==> src/rtl/spi_frm_pkg.sv <==
package spi_frm_pkg;

    localparam int unsigned OFF_W     = 16;
    localparam int unsigned BLK_W     = 5;
    localparam int unsigned HDR_BYTES = 3;

    typedef enum logic [1:0] {
        OPM_VAR  = 2'b00,
        OPM_FIX1 = 2'b01,
        OPM_FIX2 = 2'b10,
        OPM_FIX4 = 2'b11
    } opmode_e;

    typedef enum logic [1:0] {
        ST_IDLE,
        ST_GAP,
        ST_LOAD,
        ST_XFER
    } seq_st_e;

    // control byte: field order is the wire order, MSB first
    typedef struct packed {
        logic [BLK_W-1:0] blk;
        logic             wr;
        opmode_e          mode;
    } ctrl_t;

    typedef struct packed {
        logic [OFF_W-1:0] off;
        ctrl_t            ctrl;
    } hdr_t;

    // data bytes per frame in the fixed modes, 0 for variable mode
    function automatic logic [3:0] fixed_len(opmode_e m);
        case (m)
            OPM_FIX1: return 4'd1;
            OPM_FIX2: return 4'd2;
            OPM_FIX4: return 4'd4;
            default:  return 4'd0;
        endcase
    endfunction

    function automatic logic [7:0] hdr_byte(hdr_t h, logic [1:0] slot);
        case (slot)
            2'd0:    return h.off[15:8];
            2'd1:    return h.off[7:0];
            default: return h.ctrl;
        endcase
    endfunction

endpackage

==> src/rtl/spi_frm_tick.sv <==
module spi_frm_tick #(
    parameter int unsigned DIV = 1
) (
    input  logic clk,
    input  logic rst,
    input  logic clr,
    input  logic en,
    output logic tick
);
    localparam int unsigned CW = $clog2(DIV + 2);

    logic [CW-1:0] cnt;

    assign tick = en && (cnt == CW'(DIV));

    always_ff @(posedge clk) begin
        if (rst || clr) begin
            cnt <= '0;
        end else if (en) begin
            cnt <= tick ? '0 : cnt + CW'(1);
        end
    end
endmodule

==> src/rtl/spi_frm_shift.sv <==
module spi_frm_shift (
    input  logic       clk,
    input  logic       rst,
    input  logic       load,
    input  logic [7:0] tx,
    input  logic       tick,
    input  logic       miso,
    output logic       active,
    output logic       byte_done,
    output logic [7:0] rx,
    output logic       sclk,
    output logic       mosi
);
    logic [7:0] sr;
    logic [2:0] bitn;

    always_ff @(posedge clk) begin
        if (rst) begin
            sr        <= '0;
            rx        <= '0;
            bitn      <= '0;
            sclk      <= 1'b0;
            active    <= 1'b0;
            byte_done <= 1'b0;
        end else begin
            byte_done <= 1'b0;
            if (load && !active) begin
                sr     <= tx;
                bitn   <= '0;
                sclk   <= 1'b0;
                active <= 1'b1;
            end else if (active && tick) begin
                if (!sclk) begin
                    sclk <= 1'b1;
                    rx   <= {rx[6:0], miso};
                end else begin
                    sclk <= 1'b0;
                    if (bitn == 3'd7) begin
                        active    <= 1'b0;
                        byte_done <= 1'b1;
                    end else begin
                        sr   <= {sr[6:0], 1'b0};
                        bitn <= bitn + 3'd1;
                    end
                end
            end
        end
    end

    assign mosi = sr[7];


    sclk_idle_chk: assert property (@(posedge clk) disable iff (rst)
        !active |-> !sclk);


    mosi_hold_chk: assert property (@(posedge clk) disable iff (rst)
        (sclk && $past(sclk)) |-> $stable(mosi));
endmodule

==> src/rtl/spi_frm_seq.sv <==
module spi_frm_seq
    import spi_frm_pkg::*;
#(
    parameter int unsigned CNT_W = 4,
    parameter logic [7:0]  DUMMY = 8'h00
) (
    input  logic             clk,
    input  logic             rst,
    input  logic             start,
    input  logic [15:0]      offset,
    input  logic [4:0]       blk_sel,
    input  logic             wr_rq,
    input  logic [1:0]       op_mode,
    input  logic [CNT_W-1:0] byte_cnt,
    input  logic [7:0]       wdata,
    input  logic             sh_done,
    input  logic [7:0]       sh_rx,
    input  logic             tick,
    output logic             sh_load,
    output logic [7:0]       sh_tx,
    output logic             tick_clr,
    output logic             gap_run,
    output logic             cs_n,
    output logic             busy,
    output logic             done,
    output logic             err,
    output logic             wdata_ready,
    output logic [7:0]       rdata,
    output logic             rdata_valid
);
    localparam int unsigned SW = CNT_W + 2;

    seq_st_e          st;
    hdr_t             hdr;
    logic [CNT_W-1:0] cnt_q;
    logic [SW-1:0]    slot;
    logic             gap_half;

    opmode_e req_mode;
    logic    req_bad;
    logic    is_data;
    logic    last_slot;

    assign req_mode  = opmode_e'(op_mode);
    assign req_bad   = (byte_cnt == '0) ||
                       ((req_mode != OPM_VAR) && (byte_cnt != CNT_W'(fixed_len(req_mode))));
    assign is_data   = (slot >= SW'(HDR_BYTES));
    assign last_slot = (slot == SW'(cnt_q) + SW'(HDR_BYTES - 1));

    assign busy        = (st != ST_IDLE);
    assign gap_run     = (st == ST_GAP);
    assign tick_clr    = (st == ST_IDLE);
    assign sh_load     = (st == ST_LOAD);
    assign wdata_ready = (st == ST_LOAD) && is_data && hdr.ctrl.wr;
    assign sh_tx       = !is_data      ? hdr_byte(hdr, slot[1:0]) :
                         hdr.ctrl.wr   ? wdata : DUMMY;

    always_ff @(posedge clk) begin
        if (rst) begin
            st          <= ST_IDLE;
            hdr         <= '0;
            cnt_q       <= '0;
            slot        <= '0;
            gap_half    <= 1'b0;
            cs_n        <= 1'b1;
            done        <= 1'b0;
            err         <= 1'b0;
            rdata       <= '0;
            rdata_valid <= 1'b0;
        end else begin
            done        <= 1'b0;
            err         <= 1'b0;
            rdata_valid <= 1'b0;
            case (st)
                ST_IDLE: begin
                    if (start) begin
                        if (req_bad) begin
                            done <= 1'b1;
                            err  <= 1'b1;
                        end else begin
                            hdr.off       <= offset;
                            hdr.ctrl.blk  <= blk_sel;
                            hdr.ctrl.wr   <= wr_rq;
                            hdr.ctrl.mode <= req_mode;
                            cnt_q         <= byte_cnt;
                            slot          <= '0;
                            gap_half      <= 1'b0;
                            if (req_mode == OPM_VAR) begin
                                cs_n <= 1'b1;
                                st   <= ST_GAP;
                            end else begin
                                cs_n <= 1'b0;
                                st   <= ST_LOAD;
                            end
                        end
                    end
                end
                ST_GAP: begin
                    if (tick) begin
                        if (gap_half) begin
                            cs_n <= 1'b0;
                            st   <= ST_LOAD;
                        end else begin
                            gap_half <= 1'b1;
                        end
                    end
                end
                ST_LOAD: begin
                    st <= ST_XFER;
                end
                ST_XFER: begin
                    if (sh_done) begin
                        if (is_data && !hdr.ctrl.wr) begin
                            rdata       <= sh_rx;
                            rdata_valid <= 1'b1;
                        end
                        if (last_slot) begin
                            done <= 1'b1;
                            st   <= ST_IDLE;
                            if (hdr.ctrl.mode == OPM_VAR) cs_n <= 1'b1;
                        end else begin
                            slot <= slot + SW'(1);
                            st   <= ST_LOAD;
                        end
                    end
                end
                default: st <= ST_IDLE;
            endcase
        end
    end


    err_done_chk: assert property (@(posedge clk) disable iff (rst)
        err |-> done);


    done_pulse_chk: assert property (@(posedge clk) disable iff (rst)
        done |=> !done);


    rd_only_chk: assert property (@(posedge clk) disable iff (rst)
        rdata_valid |-> !hdr.ctrl.wr);


    wr_pull_chk: assert property (@(posedge clk) disable iff (rst)
        wdata_ready |-> (hdr.ctrl.wr && busy));


    fix_cs_chk: assert property (@(posedge clk) disable iff (rst)
        (done && !err && (hdr.ctrl.mode != OPM_VAR)) |-> !cs_n);


    busy_lock_chk: assert property (@(posedge clk) disable iff (rst)
        (busy && start) |=> $stable(hdr));
endmodule

==> src/rtl/spi_frame_engine.sv <==
module spi_frame_engine #(
    parameter int unsigned DIV   = 1,
    parameter int unsigned CNT_W = 4
) (
    input  logic             clk,
    input  logic             rst,
    input  logic             start,
    input  logic [15:0]      offset,
    input  logic [4:0]       blk_sel,
    input  logic             wr_rq,
    input  logic [1:0]       op_mode,
    input  logic [CNT_W-1:0] byte_cnt,
    input  logic [7:0]       wdata,
    output logic             wdata_ready,
    output logic [7:0]       rdata,
    output logic             rdata_valid,
    output logic             busy,
    output logic             done,
    output logic             err,
    output logic             sclk,
    output logic             mosi,
    input  logic             miso,
    output logic             cs_n
);
    logic       sh_load, sh_active, sh_done;
    logic [7:0] sh_tx, sh_rx;
    logic       tick, seq_tick_clr, gap_run;

    spi_frm_tick #(.DIV(DIV)) u_tick (
        .clk  (clk),
        .rst  (rst),
        .clr  (seq_tick_clr || sh_load),
        .en   (sh_active || gap_run),
        .tick (tick)
    );

    spi_frm_shift u_shift (
        .clk       (clk),
        .rst       (rst),
        .load      (sh_load),
        .tx        (sh_tx),
        .tick      (tick),
        .miso      (miso),
        .active    (sh_active),
        .byte_done (sh_done),
        .rx        (sh_rx),
        .sclk      (sclk),
        .mosi      (mosi)
    );

    spi_frm_seq #(.CNT_W(CNT_W)) u_seq (
        .clk         (clk),
        .rst         (rst),
        .start       (start),
        .offset      (offset),
        .blk_sel     (blk_sel),
        .wr_rq       (wr_rq),
        .op_mode     (op_mode),
        .byte_cnt    (byte_cnt),
        .wdata       (wdata),
        .sh_done     (sh_done),
        .sh_rx       (sh_rx),
        .tick        (tick),
        .sh_load     (sh_load),
        .sh_tx       (sh_tx),
        .tick_clr    (seq_tick_clr),
        .gap_run     (gap_run),
        .cs_n        (cs_n),
        .busy        (busy),
        .done        (done),
        .err         (err),
        .wdata_ready (wdata_ready),
        .rdata       (rdata),
        .rdata_valid (rdata_valid)
    );


    cs_frame_chk: assert property (@(posedge clk) disable iff (rst)
        sclk |-> !cs_n);
endmodule

==> config.mk <==
export PLATFORM = sky130hd
export DESIGN_NAME = spi_frame_engine
export DESIGN_NICKNAME = d
export VERILOG_FILES = /design/src/rtl/spi_frm_pkg.sv /design/src/rtl/spi_frm_tick.sv /design/src/rtl/spi_frm_shift.sv /design/src/rtl/spi_frm_seq.sv /design/src/rtl/spi_frame_engine.sv
export SDC_FILE = /design/constraint.sdc
export NUM_CORES = 1
export LEC_CHECK = 0
export ABC_AREA = 1
export BUFFER_PORTS_ARGS = -buffer_cell sky130_fd_sc_hd__buf_2
export CAP_MARGIN = 20
export CORE_ASPECT_RATIO = 2
export CORE_MARGIN = 2
export CORE_UTILIZATION = 50
export DETAILED_ROUTE_END_ITERATION = 8
export HOLD_SLACK_MARGIN = 0.02
export MAX_ROUTING_LAYER = met4
export PLACE_DENSITY = 0.79
export SYNTH_ARGS = -nofsm -noshare
export SYNTH_HDL_FRONTEND = slang
export SYNTH_SLANG_ARGS = --single-unit
==> constraint.sdc <==
create_clock -name clk -period 2.28 [get_ports clk]
set_input_delay 0.456 -clock clk [delete_from_list [all_inputs] [get_ports clk]]
set_output_delay 0.456 -clock clk [all_outputs]
set_load 0.01 [all_outputs]
# Yosys cells after proc, flatten, opt, wreduce, memory -nomap -nowiden
# Cells that the tools add are included.
dict set report word_totals {
  regBits 73
  inputBits 40
  output_inout_bits 16
  word_cells 140
}
dict set report classes {
  add_sub_neg 4
  magnitude_cmp 1
  n_eq_ne 20
  mux 47
  bitwise_logic 8
  n_reduce_logical 40
}
# cell n
set ops {}
lappend ops {{$mux W8} 6}
lappend ops {{$mux W6} 4}
lappend ops {{$mux W1} 22}
lappend ops {{$reduce_and A3 Y1} 6}
lappend ops {{$mux W2} 8}
lappend ops {{$pmux W8 S2} 1}
lappend ops {{$reduce_bool A2 Y1} 7}
lappend ops {{$pmux W6 S2} 1}
lappend ops {{$ne A2 B1 Y1 const B} 5}
lappend ops {{$reduce_and A5 Y1} 2}
lappend ops {{$pmux W3 S3} 1}
lappend ops {{$eq A2 B1 Y1 const B} 4}
lappend ops {{$eq A2 B2 Y1 const B} 4}
lappend ops {{$logic_not A2 Y1} 4}
lappend ops {{$ne A2 B2 Y1 const B} 4}
lappend ops {{$not A1 Y1} 8}
lappend ops {{$pmux W2 S4} 1}
lappend ops {{$reduce_and A8 Y1} 1}
lappend ops {{$logic_and A1 B1 Y1} 7}
lappend ops {{$add A6 B1 Y6 const B} 1}
lappend ops {{$eq A6 B6 Y1} 1}
lappend ops {{$ge A6 B2 Y1 const B} 1}
lappend ops {{$add A4 B2 Y5 const B} 1}
lappend ops {{$logic_not A4 Y1} 1}
lappend ops {{other kinds (13)} 19}

# Depth between registers and ports, before layout
# Gate-level depths: netlist of the first run.
dict set report depth {
  depth_word 8
  mapped_depth 13
  ltp_nobuf 13
}

# Modules after synthesis
# From an unflattened synthesis of the first run, not the netlist that was laid out.
dict set report hier_totals {
  cells_unflattened 508
  hier_area_um2 3627.2
}
# mod instances cells_each area_each_um2
set by_module_without_submodules {}
lappend by_module_without_submodules {spi_frm_seq 1 366 2531.2}
lappend by_module_without_submodules {spi_frm_shift 1 126 1003.5}
lappend by_module_without_submodules {spi_frm_tick 1 10 70.1}
lappend by_module_without_submodules {spi_frame_engine 1 6 22.5}

# Least setup slack after synthesis of the first run
# Ideal clock, no wire load.
dict set report synth_path {
  path_type {register to register}
  startpoint {register u_seq.st[1]}
  endpoint {register u_shift.sr[1]}
  t_arrival_ns 1.500
  t_required_ns 2.161
  slack_ns 0.661
  path_stages_with_launch 12
  n_path_buf 0
  cell_sequence {dfxtp_1 inv_1 ha_1 or2_4 nand3_1 inv_2 nand2_1 nor2_4 nor2_2 inv_2 o21ai_0 a21oi_1}
}
dict set report synth_between {
  elab_chain_len 6
  word_cells_on_any_way 11
}
# item line
set synth_rtl {}
lappend synth_rtl {{start, declared} spi_frm_seq.sv:33} ;# seq_st_e st;
lappend synth_rtl {{start signal, assigned} spi_frm_seq.sv:60} ;# st <= ST_IDLE;
lappend synth_rtl {{start signal, assigned} spi_frm_seq.sv:90} ;# st <= ST_GAP;
lappend synth_rtl {{start signal, assigned} spi_frm_seq.sv:93} ;# st <= ST_LOAD;
lappend synth_rtl {{$eq A2 B1 Y1} spi_frm_seq.sv:51} ;# assign gap_run = (st == ST_GAP);
lappend synth_rtl {{net gap_run} spi_frame_engine.sv:27} ;# logic tick, seq_tick_clr, gap_run;
lappend synth_rtl {{$logic_or A1 B1 Y1} spi_frame_engine.sv:33} ;# .en (sh_active || gap_run),
lappend synth_rtl {{$logic_and A1 B1 Y1} spi_frm_tick.sv:14} ;# assign tick = en && (cnt == CW'(DIV));
lappend synth_rtl {{$logic_and A1 B1 Y1} spi_frm_shift.sv:32} ;# end else if (active && tick) begin
lappend synth_rtl {{$reduce_bool A2 Y1 (no line)} -}
lappend synth_rtl {{$reduce_and A3 Y1 (no line)} -}
lappend synth_rtl {{end signal, assigned} spi_frm_shift.sv:28} ;# sr <= tx;
lappend synth_rtl {{end signal, assigned} spi_frm_shift.sv:42} ;# sr <= {sr[6:0], 1'b0};
lappend synth_rtl {{end, declared} spi_frm_shift.sv:14} ;# logic [7:0] sr;
# The timed path passes the listed nets, and every way through them passes these cells.
# A chain may end at the register's enable or synchronous reset.

# Worst setup path after layout of the first run
dict set report layout_path {
  startpoint {register u_seq.slot[1]}
  endpoint {output port wdata_ready}
}
dict set report layout_between {
  elab_chain_len 3
}
# item line
set layout_rtl {}
lappend layout_rtl {{start, declared} spi_frm_seq.sv:36} ;# logic [SW-1:0] slot;
lappend layout_rtl {{start signal, assigned} spi_frm_seq.sv:122} ;# slot <= slot + SW'(1);
lappend layout_rtl {{$ge A6 B2 Y1} spi_frm_seq.sv:47} ;# assign is_data = (slot >= SW'(HDR_BYTES));
lappend layout_rtl {{$logic_and A1 B1 Y1 (2 in a row)} spi_frm_seq.sv:54} ;# assign wdata_ready = (st == ST_LOAD) && is_data && hdr.ctrl.wr;
lappend layout_rtl {{end, declared} spi_frame_engine.sv:14} ;# output logic wdata_ready,
# Every way passes these cells.

==> qor.txt, run 1 <==
R2R setup slack - 0.39 ns
Area leader, netlist - dfxtp_1
Mean Syn Cell Area - 7.255 µm²
Share of the synthesized area in the top cell type - 0.4232
Pwr per Cell Area - 1012 nW/µm²
CP max FO - 10
Max Clock Skew - 0.008257 ns
Root Buffer - clkbuf_16
Initial DRC count - 310
R2R Path Start - u_seq.st[1]
Final ANT Viol Nets - 0
Pint - 2903 µW
Wire length per cell - 13.92 µm
Detailed-route DRC error count - 0
Syn Inst Count - 476
Hold path depth - 3
Synth Warn # - 0
Largest net degree at the start of global routing - 58
Hold EP - u_shift.rx[0]
Reg2reg end - u_shift.sr[3]
Core area - 6674 µm²
Drt first pass iters - 7
Placer Congestion - 0.8695
Psw - 1308 µW
Yosys reg bits - 73
Clock Tree Buf Depth - 2
# setup viols final - 0
Area Overhead vs Synth - 20.47%
IO Count - 56
Max IR drop VDD - 524.6 µV
Num Clock Sinks - 73
Max Cap Viol - 0
Final Max Tran Viols - 0
Die W - 62.77 µm
Fin crit period - 2.140 ns
Nets - 582
Hold Crit Class - in2reg
Total power - 4211 µW
Row Count - 42
First-pass GRT wire length - 14210 µm
Status - finished, final reports clean
Crit end category - primary output
Clk_lat worst skew - 0.34 ns
Ys async rst share - 0
Ant diodes - 0
Max Clk Rate - 467.3 MHz
Placement Setup Slack - 0.4052 ns
Register area share after synthesis - 0.4232
Via/cell ratio - 5.325
Netlist Area Pre-Place - 3453 µm²
Clock power frac - 0.390
Setup ws final - 0.1401 ns
Worst EP required - 1.82 ns
Leakage - 0.001755 µW
Final hold vios - 0
Htree depth - 3
Routed WL - 8688 µm
Vias in the first global route - 3172
Layout cell share with drive strength beyond 1 - 0.1791
# hold bufs at CTS - 0
Sequential power share - 0.364
Via Count - 3323
Dominant synthesized flop cell - dfxtp_1
WS Path Type - reg2out
Logic gate share of total power - 0.245
Die area - 7628 µm²
Die Y - 121.5 µm
Initial antenna violation count - 0
Clock-pin slew on the worst setup and hold paths - 0.06 ns
Commonest cells in the netlist - a21oi_1 (78), nand2_1 (78), dfxtp_1 (73)
Final setup TNS - 0 ns
Cells taking the most area after synthesis - dfxtp_1 (42%), a21oi_1 (11%), nand2_1 (8.5%)
Fill count - 622
CP startpoint kind - register
CP arrival - 1.68 ns
Initial Utilization - 0.5174
TritonCTS clock tree - yes
Total congestion overflow - 0
Switching share of power - 0.3105
RSZ-0062 raised after global routing - no
Cts bufs inserted - 9
Hpwl dp - 6386 µm
HP Start - miso
Slew margin rel. - 0.7352
Final Cycle Share - 0.9386
Reg2Reg Depth - 11
Syn Nets - 527
Final design area excluding fillers - 4160 µm²
Total GRT Usage - 0.2486
IO Port Bufs - 55
Post-synth EDFFs - 0
Dpl cell area - 3805 µm²
Worst Tran Pin Value - 0.3972 ns
Synth cell types - 36
## sequential cells by signal, summed over array words and instances (netlist names), 2 cells and up
register,flops
u_seq.slot,6
u_shift.rx,8
u_shift.bitn,3
u_seq.cnt_q,4
u_seq.hdr,24
u_tick.cnt,2
u_seq.rdata,8
u_seq.st,2
u_shift.sr,8
## power by group through the flow
stage	logic [µW]	registers (µW)	clock network, µW
floorplan	755	1540	0
finish	1030	1530	1640
global route	1160	1550	1710
detailed placement	1020	1560	0
global placement	995	1550	0
CTS	1030	1530	1660
## cell families (layout without fill, tap and decap cells)
family                   Yosys count  after routing  share of synthesized area
adder cells (fa/ha/maj)           11             11                    0.03985
flip-flops                        73             73                     0.4232
buffers and inverters             88            148                     0.1036
XOR/XNOR                           2              2                   0.005073
AO/OA/AOI/OAI                    152            152                     0.2322
AND/OR/NAND/NOR                  150            150                     0.1960
## layer usage
layer / track usage / up-vias / wire [µm]
met5: - / - / 0
met3: 0.03786 / 21 / 350
met2: 0.4772 / 97 / 4935
met1: 0.2268 / 1523 / 3145
met4: 0.1444 / 0 / 257
li1: - / 1682 / -
## critical path: stages (launching register included)
cell and delay [ns]:
dfxtp_1 0.40, ha_1 0.23, inv_1 0.07, nand2_1 0.08
inv_1 0.05, nand3_2 0.16, nand2_1 0.12, nor2_1 0.10
buf_2 0.13
## worst max path at each step
stage | startpoint | depth (start not counted) | slack, ns | end
floorplan | u_seq.st[1] | 11 | 0.66 | u_shift.sr[1]
global placement | u_seq.st[1] | 11 | 0.50 | u_shift.sr[7]
detailed placement | u_seq.st[1] | 11 | 0.41 | u_shift.sr[3]
CTS | u_seq.slot[0] | 8 | 0.1 | wdata_ready
global route | u_seq.slot[1] | 8 | 0.03 | wdata_ready
finish | u_seq.slot[1] | 8 | 0.14 | wdata_ready
## cell type report
type	count	area, µm²	share of cell area
repair buffers	61	332.8	0.08000
inverters	71	266.5	0.06406
flip-flops and latches	73	1463	0.3516
clock buffers	10	239.0	0.05744
well taps	88	110.1	0.02647
clock inverters	6	115.1	0.02767
multi-input cells	315	1634	0.3928
## per-stage QoR
stage / hold WS, ns / utilization / cells
5_1_grt: 0.3977 / 0.6234 / 624
2_1_floorplan: 0.4240 / - / 476
6_report: 0.3827 / 0.6234 / 624
3_5_place_dp: 0.4373 / 0.5701 / 608
4_1_cts: 0.3838 / 0.6232 / 624
3_3_place_gp: 0.4311 / 0.5701 / 608
## cell usage in the layout (no fill, tap or decap), types with 5 or more instances in the layout
cell type  count
dfxtp_1       72
inv_1         64
nor2_1        25
ha_1          11
o22ai_1        8
o21ai_0       45
buf_4          5
a21oi_1       78
o21ai_1       14
nand3_1       28
nand2_1       78
inv_2          6
clkbuf_16      9
buf_2         55
## repair_timing
action | CTS | global route
buffers inserted | 0 | 0
gates resized for setup | 0 | 1
endpoints found under the setup margin | 0 | 1
Note: power is estimated with default switching activity, not from simulation.
==> run 2, diff against run 1 <==
ABC_AREA = unset   (was 1)
==> run 2 against run 1 <==
Against the previous run: sequential share of layout area decreased by 0.17 points; hold slack got worse by 0.034 ns; area after synthesis decreased by 1.7%; global-route usage decreased by 1.4 points; sequential power decreased by 3%; critical path type is now reg2reg; largest power group is now registers.
==> qor.txt, run 2 <==
Vias in the first global route - 3055 (-3.7%)
IO Port Bufs - 55 (unchanged)
Final hold vios - 0 (unchanged)
Dominant synthesized flop cell - dfxtp_1
Area leader, netlist - dfxtp_1
Dpl cell area - 3874 µm² (+1.8%)
Hold path depth - 3 (unchanged)
Hpwl dp - 5908 µm (-7.5%)
Pwr per Cell Area - 861.7 nW/µm² (-15%)
Num Clock Sinks - 73 (unchanged)
Initial DRC count - 192 (-38%)
Slew margin rel. - 0.6614 (-0.07381)
Sequential power share - 0.411 (+0.047)
R2R Path Start - u_seq.cnt_q[1]
Final design area excluding fillers - 4177 µm² (+0.39%)
Synth cell types - 45 (+25%)
Netlist Area Pre-Place - 3396 µm² (-1.7%)
Root Buffer - clkbuf_16
Placement Setup Slack - -0.08610 ns (-0.4913 ns)
Routed WL - 8347 µm (-3.9%)
Setup ws final - 0.09216 ns (-0.04789 ns)
Die area - 7507 µm² (-1.6%)
First-pass GRT wire length - 13560 µm (-4.6%)
IO Count - 56 (unchanged)
Cts bufs inserted - 9 (unchanged)
Hold Crit Class - in2reg
Clock-pin slew on the worst setup and hold paths - 0.06 ns (about the same)
Final Cycle Share - 0.9596 (+0.02100)
Final Max Tran Viols - 0 (unchanged)
Drt first pass iters - 7 (unchanged)
Register area share after synthesis - 0.4304 (+0.007173)
Clk_lat worst skew - 0.34 ns (about the same)
Fin crit period - 2.188 ns (+0.04789 ns)
Reg2Reg Depth - 8 (-3)
Via/cell ratio - 5.676 (+6.6%)
Switching share of power - 0.2864 (-0.02414)
Syn Inst Count - 391 (-18%)
Share of the synthesized area in the top cell type - 0.4304 (+0.007173)
Pint - 2568 µW (-12%)
Commonest cells in the netlist - dfxtp_1 (73), nor2_1 (47), nand2_1 (45)
CP startpoint kind - register
Placed Cells - 533 (-12%)
Reg2reg end - u_seq.st[1]
Max Cap Viol - 0 (unchanged)
Clock Tree Buf Depth - 2 (unchanged)
Wire length per cell - 15.20 µm (+9.2%)
Post-synth EDFFs - 0 (unchanged)
Reg area - 1461 µm² (about the same)
Leakage - 0.001869 µW (+6.5%)
Non-filler instance count after layout - 549 (-12%)
Multi-input gate area - 1788 µm² (+9.4%)
Register with the most flip-flops - u_seq.hdr
Synth Warn # - 0 (unchanged)
Psw - 1031 µW (-21%)
WS Path Type - reg2reg
Worst EP required - 2.51 ns (+0.69 ns)
Worst Tran Pin Value - 0.5060 ns (+0.1088 ns)
R2R setup slack - 0.09 ns (-0.30 ns)
Layout cell share with drive strength beyond 1 - 0.2343 (+0.05517)
Initial Utilization - 0.5128 (-0.004586)
RSZ-0062 raised after global routing - no
Nets - 507 (-13%)
Area Overhead vs Synth - 22.99%
# setup viols final - 0 (unchanged)
Yosys reg bits - 73 (unchanged)
Hold EP - u_seq.hdr[4]
Final ANT Viol Nets - 0 (unchanged)
CP max FO - 8 (-2)
Die Y - 120.5 µm (-0.81%)
Max IR drop VDD - 498.8 µV (-4.9%)
Logic gate share of total power - 0.199 (-0.046)
Via Count - 3116 (-6.2%)
Row Count - 42 (unchanged)
Commonest non-fill, non-tap cell in the layout - dfxtp_1
Total GRT Usage - 0.2345 (-0.01411)
TritonCTS clock tree - yes
Max Clock Skew - 0.004932 ns (-0.003325 ns)
Commonest non-fill, non-tap cells in the layout - dfxtp_1 (73), buf_2 (55), nor2_1 (47), nand2_1 (45), mux2i_1 (33)
Initial antenna violation count - 0 (unchanged)
CP arrival - 2.42 ns (+0.74 ns)
Mean Syn Cell Area - 8.685 µm² (+20%)
Largest net degree at the start of global routing - 29 (-50%)
HP Start - blk_sel[1]
Total congestion overflow - 0 (unchanged)
Max Clk Rate - 457.1 MHz (-2.2%)
Status - finished, final reports clean
Final setup TNS - 0 ns (unchanged)
Post-CTS setup buffers - 0 (unchanged)
Ys async rst share - 0 (unchanged)
Final hold slack - 0.3486 ns (-0.03412 ns)
Ant diodes - 0 (unchanged)
Core area - 6621 µm² (-0.79%)
Syn Nets - 442 (-16%)
Number of flip-flops in the largest register - 24 (unchanged)
Die W - 62.28 µm (-0.78%)
Most frequent cell after synthesis - dfxtp_1
Crit end category - register
Cells taking the most area after synthesis - dfxtp_1 (43%), mux2i_1 (9.7%), nor2_1 (5.2%)
Clock power frac - 0.389 (about the same)
Detailed-route DRC error count - 0 (unchanged)
Htree depth - 3 (unchanged)
Fill count - 568 (-8.7%)
Placer Congestion - 0.9210 (+5.9%)
==> run 2: cells by family (layout without fill, tap and decap cells) <==
group	after synthesis	after routing	synth area share
compound gates	84	84	0.1643
xor+xnor	5	5	0.01290
fa+ha+maj	11	11	0.04053
buf+inv	38	108	0.04495
flops	73	73	0.4304
mux	40	40	0.1205
simple gates	140	140	0.1864
==> run 2: power by group through the flow <==
| stage | registers, µW | clock network (µW) | logic, µW |
|---|---|---|---|
| 2_1_floorplan | 1480 | 0 | 506 |
| 3_3_place_gp | 1500 | 0 | 684 |
| 3_5_place_dp | 1500 | 0 | 710 |
| 4_1_cts | 1480 | 1410 | 716 |
| 5_1_grt | 1490 | 1480 | 789 |
| 6_report | 1480 | 1400 | 717 |
==> run 2: repair_timing <==
action / in CTS / in global routing
hold buffers: 0 / 0
endpoints found under the setup margin: 1 / 1
resized for setup: 1 / 1
pin swaps: 0 / 0
==> run 2: how the worst max path moves through the flow <==
stage / slack, ns / to / startpoint
finish: 0.09 / u_seq.st[1] / u_seq.cnt_q[1]
global route: 0.02 / u_seq.slot[4] / u_seq.cnt_q[1]
CTS: 0.0004 / u_seq.cs_n / u_seq.cnt_q[1]
detailed placement: -0.09 / u_seq.cs_n / u_seq.cnt_q[1]
global placement: -0.10 / u_seq.cs_n / u_seq.cnt_q[1]
floorplan: 0.05 / u_seq.slot[2] / op_mode[0]
==> run 2: critical path, cell delays in order, from the launching register on <==
cell     delay [ns]
dfxtp_1        0.31
ha_1           0.30
xor2_1         0.14
or4_1          0.56
buf_4          0.17
a21oi_1        0.11
buf_4          0.17
o21ai_0        0.09
a31o_2         0.24
==> run 2: routing by layer <==
layer / vias up / share of wire / track usage
li1: 1524 / - / -
met1: 1473 / 0.38 / 0.2304
met2: 103 / 0.55 / 0.4395
met3: 16 / 0.043 / 0.04000
met4: 0 / 0.025 / 0.1153
met5: - / 0 / -
==> run 2: cell type report <==
cell class / count / share of cell area
multi-input combinational: 280 / 0.4281
tap: 88 / 0.02636
sequential: 73 / 0.3499
inverter: 12 / 0.01078
clock buffer: 10 / 0.05482
clock inverter: 6 / 0.01618
timing repair buffer: 80 / 0.1138
==> run 2: through the flow <==
step,util,power (µW)
after floorplan,-,1986
after global placement,0.5850,2181
after detailed placement,0.5850,2214
after CTS,0.6300,3608
after global routing,0.6308,3766
final,0.6308,3599
